--- src/rtl/spi_mem_pkg.sv ---
// Shared types and command codes for the SPI serial memory slave.
package spi_mem_pkg;

    // Phases of one selected transfer.
    typedef enum logic [2:0] {
        PH_IDLE,   // not selected, or waiting for a select edge
        PH_OPC,    // shifting in the command byte
        PH_ADH,    // shifting in the high address byte
        PH_ADL,    // shifting in the low address byte
        PH_RD,     // streaming read data out
        PH_WR,     // collecting write data
        PH_SKIP    // command rejected, wait for deselect
    } phase_t;

    localparam logic [7:0] OP_READ  = 8'h03;
    localparam logic [7:0] OP_WRITE = 8'h02;

endpackage

--- src/rtl/spi_mem_pins.sv ---
// Serial pin conditioning: registers the SPI pins into the clk domain,
// turns SCK and select transitions into one-cycle events and tracks the
// pause state. Assumes the pins are already synchronous to clk and that
// SCK holds each level for several clk cycles.
module spi_mem_pins (
    input  logic clk,
    input  logic rst_n,
    input  logic sck,
    input  logic cs_n,
    input  logic si,
    input  logic hold_n,
    output logic cs_hi,
    output logic cs_fall,
    output logic cs_rise,
    output logic sck_rise,
    output logic sck_fall,
    output logic si_bit,
    output logic held
);

    logic sck_q, sck_p, cs_p, hold_q;

    // Sample the pins and keep the previous levels for edge detection.
    always_ff @(posedge clk) begin
        if (!rst_n) begin
            sck_q  <= 1'b0;
            sck_p  <= 1'b0;
            cs_hi  <= 1'b0;
            cs_p   <= 1'b0;
            si_bit <= 1'b0;
            hold_q <= 1'b1;
        end else begin
            sck_q  <= sck;
            sck_p  <= sck_q;
            cs_hi  <= cs_n;
            cs_p   <= cs_hi;
            si_bit <= si;
            hold_q <= hold_n;
        end
    end

    // Pause state follows hold_n only while SCK is low.
    always_ff @(posedge clk) begin
        if (!rst_n) held <= 1'b0;
        else if (!sck_q) held <= !hold_q;
    end

    assign cs_fall  = cs_p & ~cs_hi;
    assign cs_rise  = ~cs_p & cs_hi;
    assign sck_rise = ~sck_p & sck_q & ~held;
    assign sck_fall = sck_p & ~sck_q & ~held;

    a_r12_hold_level_when_low: assert property (@(posedge clk) disable iff (!rst_n)
        sck_q |=> $stable(held));

endmodule

--- src/rtl/spi_mem_page_buf.sv ---
// Page write buffer: keeps one byte per column of a page plus a valid
// bit, and on commit writes each valid column to the store in ascending
// order, one per cycle. Assumes PAGE_BYTES is a power of two and that no
// new write data arrives during the PAGE_BYTES-cycle commit.
module spi_mem_page_buf #(
    parameter int ADDR_W     = 14,
    parameter int PAGE_BYTES = 32
) (
    input  logic                              clk,
    input  logic                              rst_n,
    input  logic                              clear,
    input  logic                              we,
    input  logic [$clog2(PAGE_BYTES)-1:0]     wcol,
    input  logic [7:0]                        wdata,
    input  logic                              commit,
    input  logic [ADDR_W-$clog2(PAGE_BYTES)-1:0] page,
    output logic                              busy,
    output logic                              mem_wr,
    output logic [ADDR_W-1:0]                 mem_waddr,
    output logic [7:0]                        mem_wdata
);

    localparam int COL_W  = $clog2(PAGE_BYTES);
    localparam int PAGE_W = ADDR_W - COL_W;
    localparam logic [COL_W-1:0] LAST_COL = COL_W'(PAGE_BYTES - 1);

    logic [7:0]            slot_q [PAGE_BYTES];
    logic [PAGE_BYTES-1:0] vld_q;
    logic [COL_W-1:0]      scan_q;
    logic [PAGE_W-1:0]     page_q;
    logic                  run_q;

    // Data storage: the latest byte for a column replaces the older one.
    always_ff @(posedge clk) begin
        if (we) slot_q[wcol] <= wdata;
    end

    // Valid bits and the commit scan.
    always_ff @(posedge clk) begin
        if (!rst_n) begin
            vld_q  <= '0;
            scan_q <= '0;
            page_q <= '0;
            run_q  <= 1'b0;
        end else if (run_q) begin
            scan_q <= scan_q + 1'b1;
            if (scan_q == LAST_COL) begin
                run_q <= 1'b0;
                vld_q <= '0;
            end
        end else if (commit) begin
            run_q  <= 1'b1;
            scan_q <= '0;
            page_q <= page;
        end else if (clear) begin
            vld_q <= '0;
        end else if (we) begin
            vld_q[wcol] <= 1'b1;
        end
    end

    assign busy      = run_q;
    assign mem_wr    = run_q & vld_q[scan_q];
    assign mem_waddr = {page_q, scan_q};
    assign mem_wdata = slot_q[scan_q];

    a_r8_commit_when_idle: assert property (@(posedge clk) disable iff (!rst_n)
        commit |-> !run_q);

endmodule

--- src/rtl/spi_mem_slave.sv ---
// SPI serial memory slave front end. Decodes read and write commands
// framed by cs_n, streams read data from the store with address
// auto-increment and collects write data in a page buffer that is
// committed on a byte-aligned deselect. Assumes SCK half periods of at
// least four clk cycles and a store that returns read data one cycle
// after mem_rd.
module spi_mem_slave
    import spi_mem_pkg::*;
#(
    parameter int ADDR_W     = 14,
    parameter int PAGE_BYTES = 32
) (
    input  logic              clk,
    input  logic              rst_n,
    input  logic              sck,
    input  logic              cs_n,
    input  logic              si,
    input  logic              hold_n,
    output logic              so,
    output logic              so_en,
    output logic [ADDR_W-1:0] mem_addr,
    output logic              mem_rd,
    input  logic [7:0]        mem_rdata,
    output logic              mem_wr,
    output logic [7:0]        mem_wdata,
    input  logic              mem_busy,
    input  logic              allow_write
);

    localparam int COL_W = $clog2(PAGE_BYTES);
    localparam int HI_W  = ADDR_W - 8;

    logic cs_hi, cs_fall, cs_rise, sck_rise, sck_fall, si_bit, held;

    phase_t            phase;
    logic [2:0]        bit_cnt;
    logic [6:0]        in_sh;
    logic              is_wr;
    logic [ADDR_W-1:0] addr_q;
    logic [COL_W-1:0]  col_q;
    logic              rd_req, load_pend;
    logic [7:0]        obyte;
    logic              so_q;

    logic [7:0]        byte_in;
    logic              byte_done, busy_any, wr_busy;
    logic              buf_clear, buf_we, commit;
    logic [ADDR_W-1:0] waddr;

    spi_mem_pins u_pins (
        .clk     (clk),
        .rst_n   (rst_n),
        .sck     (sck),
        .cs_n    (cs_n),
        .si      (si),
        .hold_n  (hold_n),
        .cs_hi   (cs_hi),
        .cs_fall (cs_fall),
        .cs_rise (cs_rise),
        .sck_rise(sck_rise),
        .sck_fall(sck_fall),
        .si_bit  (si_bit),
        .held    (held)
    );

    assign byte_in   = {in_sh, si_bit};
    assign byte_done = sck_rise & ~cs_hi & ~cs_fall & (phase != PH_IDLE) & (bit_cnt == 3'd7);
    assign busy_any  = mem_busy | wr_busy;
    assign buf_clear = byte_done & (phase == PH_ADL) & is_wr;
    assign buf_we    = byte_done & (phase == PH_WR);
    assign commit    = cs_rise & (phase == PH_WR) & (bit_cnt == 3'd0) & allow_write;

    spi_mem_page_buf #(
        .ADDR_W    (ADDR_W),
        .PAGE_BYTES(PAGE_BYTES)
    ) u_page (
        .clk      (clk),
        .rst_n    (rst_n),
        .clear    (buf_clear),
        .we       (buf_we),
        .wcol     (col_q),
        .wdata    (byte_in),
        .commit   (commit),
        .page     (addr_q[ADDR_W-1:COL_W]),
        .busy     (wr_busy),
        .mem_wr   (mem_wr),
        .mem_waddr(waddr),
        .mem_wdata(mem_wdata)
    );

    // Command framing: phase, bit count, address and column tracking.
    always_ff @(posedge clk) begin
        if (!rst_n) begin
            phase   <= PH_IDLE;
            bit_cnt <= '0;
            in_sh   <= '0;
            is_wr   <= 1'b0;
            addr_q  <= '0;
            col_q   <= '0;
            rd_req  <= 1'b0;
        end else begin
            rd_req <= 1'b0;
            if (cs_fall) begin
                phase   <= PH_OPC;
                bit_cnt <= '0;
            end else if (cs_hi) begin
                phase <= PH_IDLE;
            end else if (sck_rise && phase != PH_IDLE) begin
                bit_cnt <= bit_cnt + 3'd1;
                in_sh   <= byte_in[6:0];
                if (bit_cnt == 3'd7) begin
                    case (phase)
                        PH_OPC: begin
                            if (busy_any) phase <= PH_SKIP;
                            else if (byte_in == OP_READ) begin
                                phase <= PH_ADH;
                                is_wr <= 1'b0;
                            end else if (byte_in == OP_WRITE) begin
                                phase <= PH_ADH;
                                is_wr <= 1'b1;
                            end else phase <= PH_SKIP;
                        end
                        PH_ADH: begin
                            addr_q[ADDR_W-1:8] <= byte_in[HI_W-1:0];
                            phase <= PH_ADL;
                        end
                        PH_ADL: begin
                            addr_q[7:0] <= byte_in;
                            col_q       <= byte_in[COL_W-1:0];
                            if (is_wr) phase <= PH_WR;
                            else begin
                                phase  <= PH_RD;
                                rd_req <= 1'b1;
                            end
                        end
                        PH_RD: begin
                            addr_q <= addr_q + 1'b1;
                            rd_req <= 1'b1;
                        end
                        PH_WR: col_q <= col_q + 1'b1;
                        default: ;
                    endcase
                end
            end
        end
    end

    // Read path: capture fetched bytes and shift bits out on falling SCK.
    always_ff @(posedge clk) begin
        if (!rst_n) begin
            load_pend <= 1'b0;
            obyte     <= '0;
            so_q      <= 1'b0;
        end else begin
            load_pend <= rd_req;
            if (load_pend) obyte <= mem_rdata;
            if (sck_fall && !cs_hi && phase == PH_RD) so_q <= obyte[3'd7 - bit_cnt];
        end
    end

    assign so       = so_q;
    assign so_en    = (phase == PH_RD) & ~cs_hi & ~held;
    assign mem_rd   = rd_req;
    assign mem_addr = wr_busy ? waddr : addr_q;

    a_r5_deselect_floats: assert property (@(posedge clk) disable iff (!rst_n)
        $rose(cs_n) |=> !so_en);

    a_r4_so_moves_on_fall: assert property (@(posedge clk) disable iff (!rst_n)
        !sck_fall |=> $stable(so));

    a_r11_hold_freezes: assert property (@(posedge clk) disable iff (!rst_n)
        (held && !cs_fall && !cs_hi) |=> ($stable(bit_cnt) && $stable(phase)));

    a_r2_start_on_fall: assert property (@(posedge clk) disable iff (!rst_n)
        (phase == PH_IDLE && !cs_fall) |=> (phase == PH_IDLE));

    a_r10_port_exclusive: assert property (@(posedge clk) disable iff (!rst_n)
        !(mem_rd && mem_wr));

endmodule

--- config.mk ---
export PLATFORM = sky130hd
export DESIGN_NAME = spi_mem_slave
export DESIGN_NICKNAME = d
export VERILOG_FILES = /design/src/rtl/spi_mem_pkg.sv /design/src/rtl/spi_mem_pins.sv /design/src/rtl/spi_mem_page_buf.sv /design/src/rtl/spi_mem_slave.sv
export SDC_FILE = /design/constraint.sdc
export NUM_CORES = 1
export LEC_CHECK = 0
export ABC_AREA = 1
export BUFFER_PORTS_ARGS = -buffer_cell sky130_fd_sc_hd__buf_2
export CORE_MARGIN = 1
export CORE_UTILIZATION = 31
export CTS_CLUSTER_DIAMETER = 100
export DETAILED_ROUTE_END_ITERATION = 8
export HOLD_SLACK_MARGIN = 0.08
export PLACE_DENSITY = 0.42
export REMOVE_ABC_BUFFERS = 1
export SYNTH_ARGS = -nofsm -noshare
export SYNTH_HDL_FRONTEND = slang
export SYNTH_HIERARCHICAL = 1
export SYNTH_SLANG_ARGS = --single-unit
--- constraint.sdc ---
create_clock -name clk -period 3.1 [get_ports clk]
set_input_delay 0.465 -clock clk [delete_from_list [all_inputs] [get_ports clk]]
set_output_delay 0.465 -clock clk [all_outputs]
set_load 0.005 [all_outputs]
==> results.yml, run 1 <==
flow_run:
  max_cap_viol_count: 0
pwr:
  swShare_pct: 20.2
  p_int_mw: 8.54
  ir_drop_v: 0.000340
  total_power_mw: 10.7
  pwr-share-clk_pct: 51.4
  seqPwrFrac_pct: 47.7
  power-per-cell-area_nw_per_um2: 580
  combPwrFrac_pct: 0.9
  power_leakage_nw: 7.22
  p_switching_mw: 2.16
drt:
  drtAntennaViolNets: 0
  vias_per_cell: 4.78
  drt_iter0_markers: 919
  drcViolationCount: 0
  drt_first_pass_iters: 7
  vias: 11759
  drt_wl_total_um: 46200
  wl_per_cell_um: 18.8
global_routing:
  grt_max_degree: 129
  grt_pass1_wl_um: 71000
  antenna_found_initial: 0
  overflow: 0
  grt_pass1_vias: 11726
  grt_use_total_pct: 17.9
sta:
  rsz0062_at_grt: "false"
  max_freq_ghz: 0.345
  tns_ns: 0
  period_needed_ns: 2.90
  skew_ns: 0.0257
  hold_viol_final: 0
  min_period_over_period_pct: 93.5
  setup_viol: 0
  worst_slack_ns: 0.200
  drv_slew: 0
  slew_headroom_pct: 32.8
  worst_slew_pin_slew_ns: 1.01
placement:
  routabilityCongestion: 0.815
  dpl-instance-area_um2: 16800
  dpl.hpwl_um: 28000
  pre_cts_ws_ns: 0.513
  portBuffers: 41
synth:
  synth_edf_count: 256
  synth_top_flop_cell: "edfxtp_1"
  synthTopCellsByCount: "509 x nand2_1, 256 x edfxtp_1, 244 x nand3_1"
  synth_area_leaders: "edfxtp_1 49%, dfxtp_1 13%, nand2_1 12%"
  synth_seq_area_share_pct: 61.6
  syn_inst: 1683
  syn_area_per_cell_um2: 9.41
  netlist-cell-type-count: 39
  ys_ff_latch: 359
  async_reset_ff_share_pct: 0
  synth_top_area_share_pct: 48.5
  synth_area_leader_cell: "edfxtp_1"
  yosys_warnings: 6
  yosysMostFrequentCell: "nand2_1"
  synth_area_um2: 15800
finish:
  multiInputGateArea_um2: 5140
  n_antenna_cell: 0
  n_fill_cell: 5153
  drive_gt1_share_pct: 12.9
  nNetsFinal: 1778
  utilization_pct: 36.7
  syn_to_final_growth_pct: 16.4
  register_area_um2: 9750
  final_area_um2: 18400
cts:
  cts-root-buf: "clkbuf_16"
  clk_pin_slew_worst_paths_ns: 0.06
  cts_setup_buffers: 0
  cts_tree: "yes"
  cts_buffers: 44
  clk_latency_ns: 0.58
  cts_max_level: 2
  cts_sinks: 359
  clockBufferDepth: 3
die:
  initial_utilization_pct: 31.5
  dieArea_um2: 52000
  die_h_um: 228
  ios: 42
  num_rows: 82
  die_width_um: 228
  core_um2: 50300
critical_path:
  reg2reg_from: "u_pins/sck_q"
  critPathKind: "flop to primary output"
  rr_endpoint: "u_page/slot_q[31][2]"
  worstSetupStartpointType: "flop"
  crit_path_max_fanout: 64
  cp-end-kind: "primary output"
  cp.required_ns: 2.63
  ff2ff_path_depth: 12
  rrSetupSlack_ns: 0.52
  critical_path_arrival_ns: 2.43
hold_path:
  holdCritStartpoint: "mem_rdata[7]"
  hold_class: "input port to flop"
  min_delay_path_depth: 3
  min_to: "obyte[7]"
status:
  status: "finished, final reports clean"
-- critical path, stage by stage (launching register included) --
cell     delay [ns]
dfxtp_2        0.34
buf_4          0.57
nand3_1        0.26
nand3_1        0.13
nand2_1        0.11
nand2_1        0.09
nand2_1        0.07
nand2_1        0.07
nand2_1        0.08
buf_2          0.14
-- cell type report --
class | instances | share of cell area, %
Inverter | 96 | 2.02
Sequential cell | 359 | 52.9
Clock buffer | 51 | 6.45
Timing Repair Buffer | 108 | 4.19
Multi-Input combinational cell | 1146 | 27.9
Tap cell | 672 | 4.56
Clock inverter | 29 | 1.99
-- cell usage in the layout, fill, tap and decap left out, drive strengths merged, types with 4 or more instances in the layout --
cell type      n
inv           95
edfxtp       256
nor3          43
nand3        246
clkinv        18
clkbuf        51
clkinvlp       4
ha             7
o21ai         75
dfxtp        103
dlygate4sd3    4
nand4         10
nor2         172
bufinv         8
a21oi         65
buf          104
nand2        514
-- state kept, by name (all words and copies together), names as in the netlist, 3 cells and up, named ones only --
name / count
addr_q: 14
bit_cnt: 3
col_q: 5
in_sh: 7
obyte: 8
phase: 3
u_page/page_q: 9
u_page/scan_q: 5
u_page/slot_q: 256
u_page/vld_q: 32
-- logic make-up after synthesis --
| logic type | Yosys count | synth area share, % |
|---|---|---|
| and+or+nand+nor | 990 | 26.6 |
| DFF | 359 | 61.6 |
| buffers and inverters | 178 | 5.97 |
| AOI/OAI and AO/OA | 148 | 5.29 |
| adders and majority gates | 7 | 0.553 |
| xor gates and xnor gates | 1 | 0.0553 |
-- worst max path at each step --
stage                       from                    to  slack [ns]  depth (start not counted)
global route                flop          mem_wdata[5]        0.04                         10
detailed placement  u_pins/sck_q  u_page/slot_q[27][6]        0.51                         12
finish                      flop          mem_wdata[0]        0.20                          9
floorplan                   flop          mem_wdata[4]       -1.81                          9
CTS                         flop          mem_wdata[0]        0.07                         11
global placement    u_pins/sck_q  u_page/slot_q[12][4]        0.59                         12
-- power groups by stage --
stage	Clock, mW	Sequential [mW]	Combinational [mW]
2_1_floorplan	0	5.21	0.0355
3_3_place_gp	0	5.20	0.0970
3_5_place_dp	0	5.20	0.0965
4_1_cts	5.64	5.10	0.100
5_1_grt	5.83	5.10	0.111
6_report	5.50	5.10	0.0973
-- timing repair --
| action | in CTS | in global routing |
|---|---|---|
| hold buffers | 4 | 0 |
| hold endpoints to repair | 4 | 0 |
| endpoints found under the setup margin | 0 | 8 |
| gates resized for setup | 0 | 2 |
-- metal layers --
layer  vias up  part of all wire [%]  track usage, %
li1       5809                     -               -
met1      5613                    47            24.8
met2       275                    46            28.4
met3        62                   4.7            3.34
met4         0                   2.3            5.24
met5         -                     0               0
-- per-stage QoR --
step,cells,hold WS (ns)
6_report,2461,0.130
5_1_grt,2461,0.142
4_1_cts,2461,0.0981
3_5_place_dp,2377,0.446
3_3_place_gp,2377,0.441
2_1_floorplan,1601,0.429
(Power assumes the default switching activity.)
==> run 2: changes to the inputs <==
--- a/config.mk
+++ b/config.mk
@@ -5,7 +5,6 @@
 export SDC_FILE = /design/constraint.sdc
 export NUM_CORES = 1
 export LEC_CHECK = 0
-export ABC_AREA = 1
 export BUFFER_PORTS_ARGS = -buffer_cell sky130_fd_sc_hd__buf_2
 export CORE_MARGIN = 1
 export CORE_UTILIZATION = 31
==> results.yml, run 2 <==
status:
  status: "finished, violations left"
  violations: "design-rule violations, negative setup slack"
die:
  die_h_um: 221
  dieArea_um2: 48700
  core_um2: 46900
  initial_utilization_pct: 31.6
  ios: 42
  die_width_um: 221
  num_rows: 79
sta:
  worst_slack_ns: -0.128
  worst_slew_pin_slew_ns: 0.774
  hold_viol_final: 0
  min_period_over_period_pct: 104
  slew_headroom_pct: 48.0
  rsz0062_at_grt: "true"
  max_freq_ghz: 0.310
  setup_viol: 8
  skew_ns: 0.0270
  period_needed_ns: 3.23
  drv_slew: 0
  holdWs_ns: 0.118
global_routing:
  antenna_found_initial: 0
  grt_max_degree: 38
  grt_pass1_vias: 8671
  grt_pass1_wl_um: 56300
  grt_use_total_pct: 15.8
  overflow: 0
synth:
  synth_seq_area_share_pct: 65.7
  synthTopCellsByCount: "256 x edfxtp_1, 103 x dfxtp_1, 88 x mux4_2, 88 x nor2_1, 61 x nand2_1"
  synth_area_um2: 14800
  synth_top_flop_cell: "edfxtp_1"
  syn_area_per_cell_um2: 15.4
  synth_top_area_share_pct: 51.8
  ys_ff_latch: 359
  yosys.area_share.simple_pct: 8.69
  async_reset_ff_share_pct: 0
  synth_area_leaders: "edfxtp_1 52%, dfxtp_1 14%, mux4_2 13%"
  yosysMostFrequentCell: "edfxtp_1"
  synth-xor-area-share_pct: 0.177
  synth_top_family_by_area: "multiplexers"
  synth_compound_area_share_pct: 6.30
  synthMuxAreaShare_pct: 16.3
  syn_inst: 964
  synth_edf_count: 256
  yosys_warnings: 6
  netlist-cell-type-count: 62
  synthAdderAreaFrac_pct: 0.591
  synth_area_leader_cell: "edfxtp_1"
drt:
  vias: 8629
  wl_per_cell_um: 21.9
  drcViolationCount: 2
  drt_wl_total_um: 37300
  drtAntennaViolNets: 0
  drt_first_pass_iters: 8
  drt_iter0_markers: 617
  vias_per_cell: 5.06
critical_path:
  crit_path_max_fanout: 8
  cp-end-kind: "primary output"
  ff2ff_path_depth: 10
  critPathSlowestCell: "mux4_2"
  critPathKind: "flop to primary output"
  crit_buf_inv: 3
  crit_family: "multiplexers"
  path_cells: "buf_12 -> buf_12 -> mux4_2 -> mux4_2 -> mux2_4 -> buf_6"
  worstSetupStartpointType: "flop"
  cp.required_ns: 2.63
  critical_path_depth: 6
  critical_path_arrival_ns: 2.76
  cpPeakStageDelay_ns: 0.58
placement:
  routabilityCongestion: 0.717
  dp_cells: 1622
  dpl.hpwl_um: 22700
  pre_cts_ws_ns: 0.241
  dpl-instance-area_um2: 16100
  portBuffers: 41
cts:
  cts_buffers: 42
  cts_sinks: 359
  cts_tree: "yes"
  clk_pin_slew_worst_paths_ns: 0.06
  clockBufferDepth: 3
  clk_latency_ns: 0.57
  cts_max_level: 2
  cts-root-buf: "clkbuf_16"
finish:
  top_regs: "u_page/slot_q: 256 flops, u_page/vld_q: 32 flops, addr_q: 14 flops"
  final_area_um2: 17700
  utilization_pct: 37.8
  drive_gt1_share_pct: 28.1
  layout_common_cells: "256 x edfxtp_1, 100 x dfxtp_1, 88 x nor2_1, 88 x mux4_2, 67 x buf_4"
  syn_to_final_growth_pct: 19.3
  layout_commonest_cell: "edfxtp_1"
  n_antenna_cell: 0
  top_register: "u_page/slot_q"
  fin_cells: 1706
  largest_reg_flops: 256
  nNetsFinal: 1089
pwr:
  power_leakage_nw: 5.73
  ir_drop_v: 0.000305
  power-per-cell-area_nw_per_um2: 576
hold_path:
  hold_class: "input port to flop"
  min_delay_path_depth: 2
flow_run:
  max_cap_viol_count: 0
run 2: cell count changes after synthesis, moves of 22 or more:
cell / delta
o21ai_0: -52
nand3_1: -224
a41oi_1: +32
inv_1: -71
buf_6: -26
mux4_2: +88
clkbuf_1: +22
mux2_2: +23
nand2_1: -448
nor3_1: -28
nor2_1: -76
run 2: final timing paths:
| path | start | endpoint | slack, ns |
|---|---|---|---|
| max reg2reg | u_pins/held | u_page/slot_q[31][7] | 0.46 |
| min | si | u_pins/si_bit | 0.12 |
| max | flop | mem_wdata[7] | -0.13 |
| min reg2reg | u_page/page_q[8] | u_page/page_q[8] | 0.46 |
run 2: kinds of logic after synthesis:
kind of cell             after synthesis
AND/OR/NAND/NOR                      264
AO/OA/AOI/OAI                        128
XOR/XNOR                               3
adder cells (fa/ha/maj)                7
buffers and inverters                 75
flip-flops                           359
multiplexers                         128
run 2: power by group:
part	leakage (nW)	internal, mW	total (mW)	switching (mW)
Combinational	1.84	0.0230	0.0674	0.0444
Sequential	3.20	5.09	5.09	0.00540
Clock	0.696	3.03	5.03	2.00
Total	5.73	8.14	10.2	2.05
run 2: per-layer routing:
metal | wire length [um] | part of all wire (%) | track usage, % | vias up
met3 | 1220 | 3.3 | 2.41 | 54
met1 | 17600 | 47 | 22.2 | 4442
li1 | - | - | - | 4004
met5 | 0 | 0 | 0 | -
met4 | 705 | 1.9 | 4.57 | 0
met2 | 17800 | 48 | 25.1 | 129
run 2: stage by stage:
stage               total power, mW  setup TNS, ns
floorplan                      5.22         -43.82
global placement               5.26              0
detailed placement             5.26              0
CTS                            10.4          -1.19
global route                   10.5          -1.32
finish                         10.2         -0.735
run 2: repair_timing:
action                                  in CTS  in global routing
endpoints found under the setup margin       9                  8
gates cloned                                 2                  0
hold endpoints to repair                     1                  0
resized for setup                            7                  2
hold buffers                                 1                  0
setup buffers                                5                  0
run 2: area by class of cell:
class / count / area (um^2)
fillers: 4472 / 29200
flip-flops and latches: 359 / 9760
multi-input cells: 530 / 4770
clock buffers: 50 / 1090
repair buffers: 120 / 957
well taps: 607 / 759
clock inverters: 27 / 313
inverters: 13 / 48.8
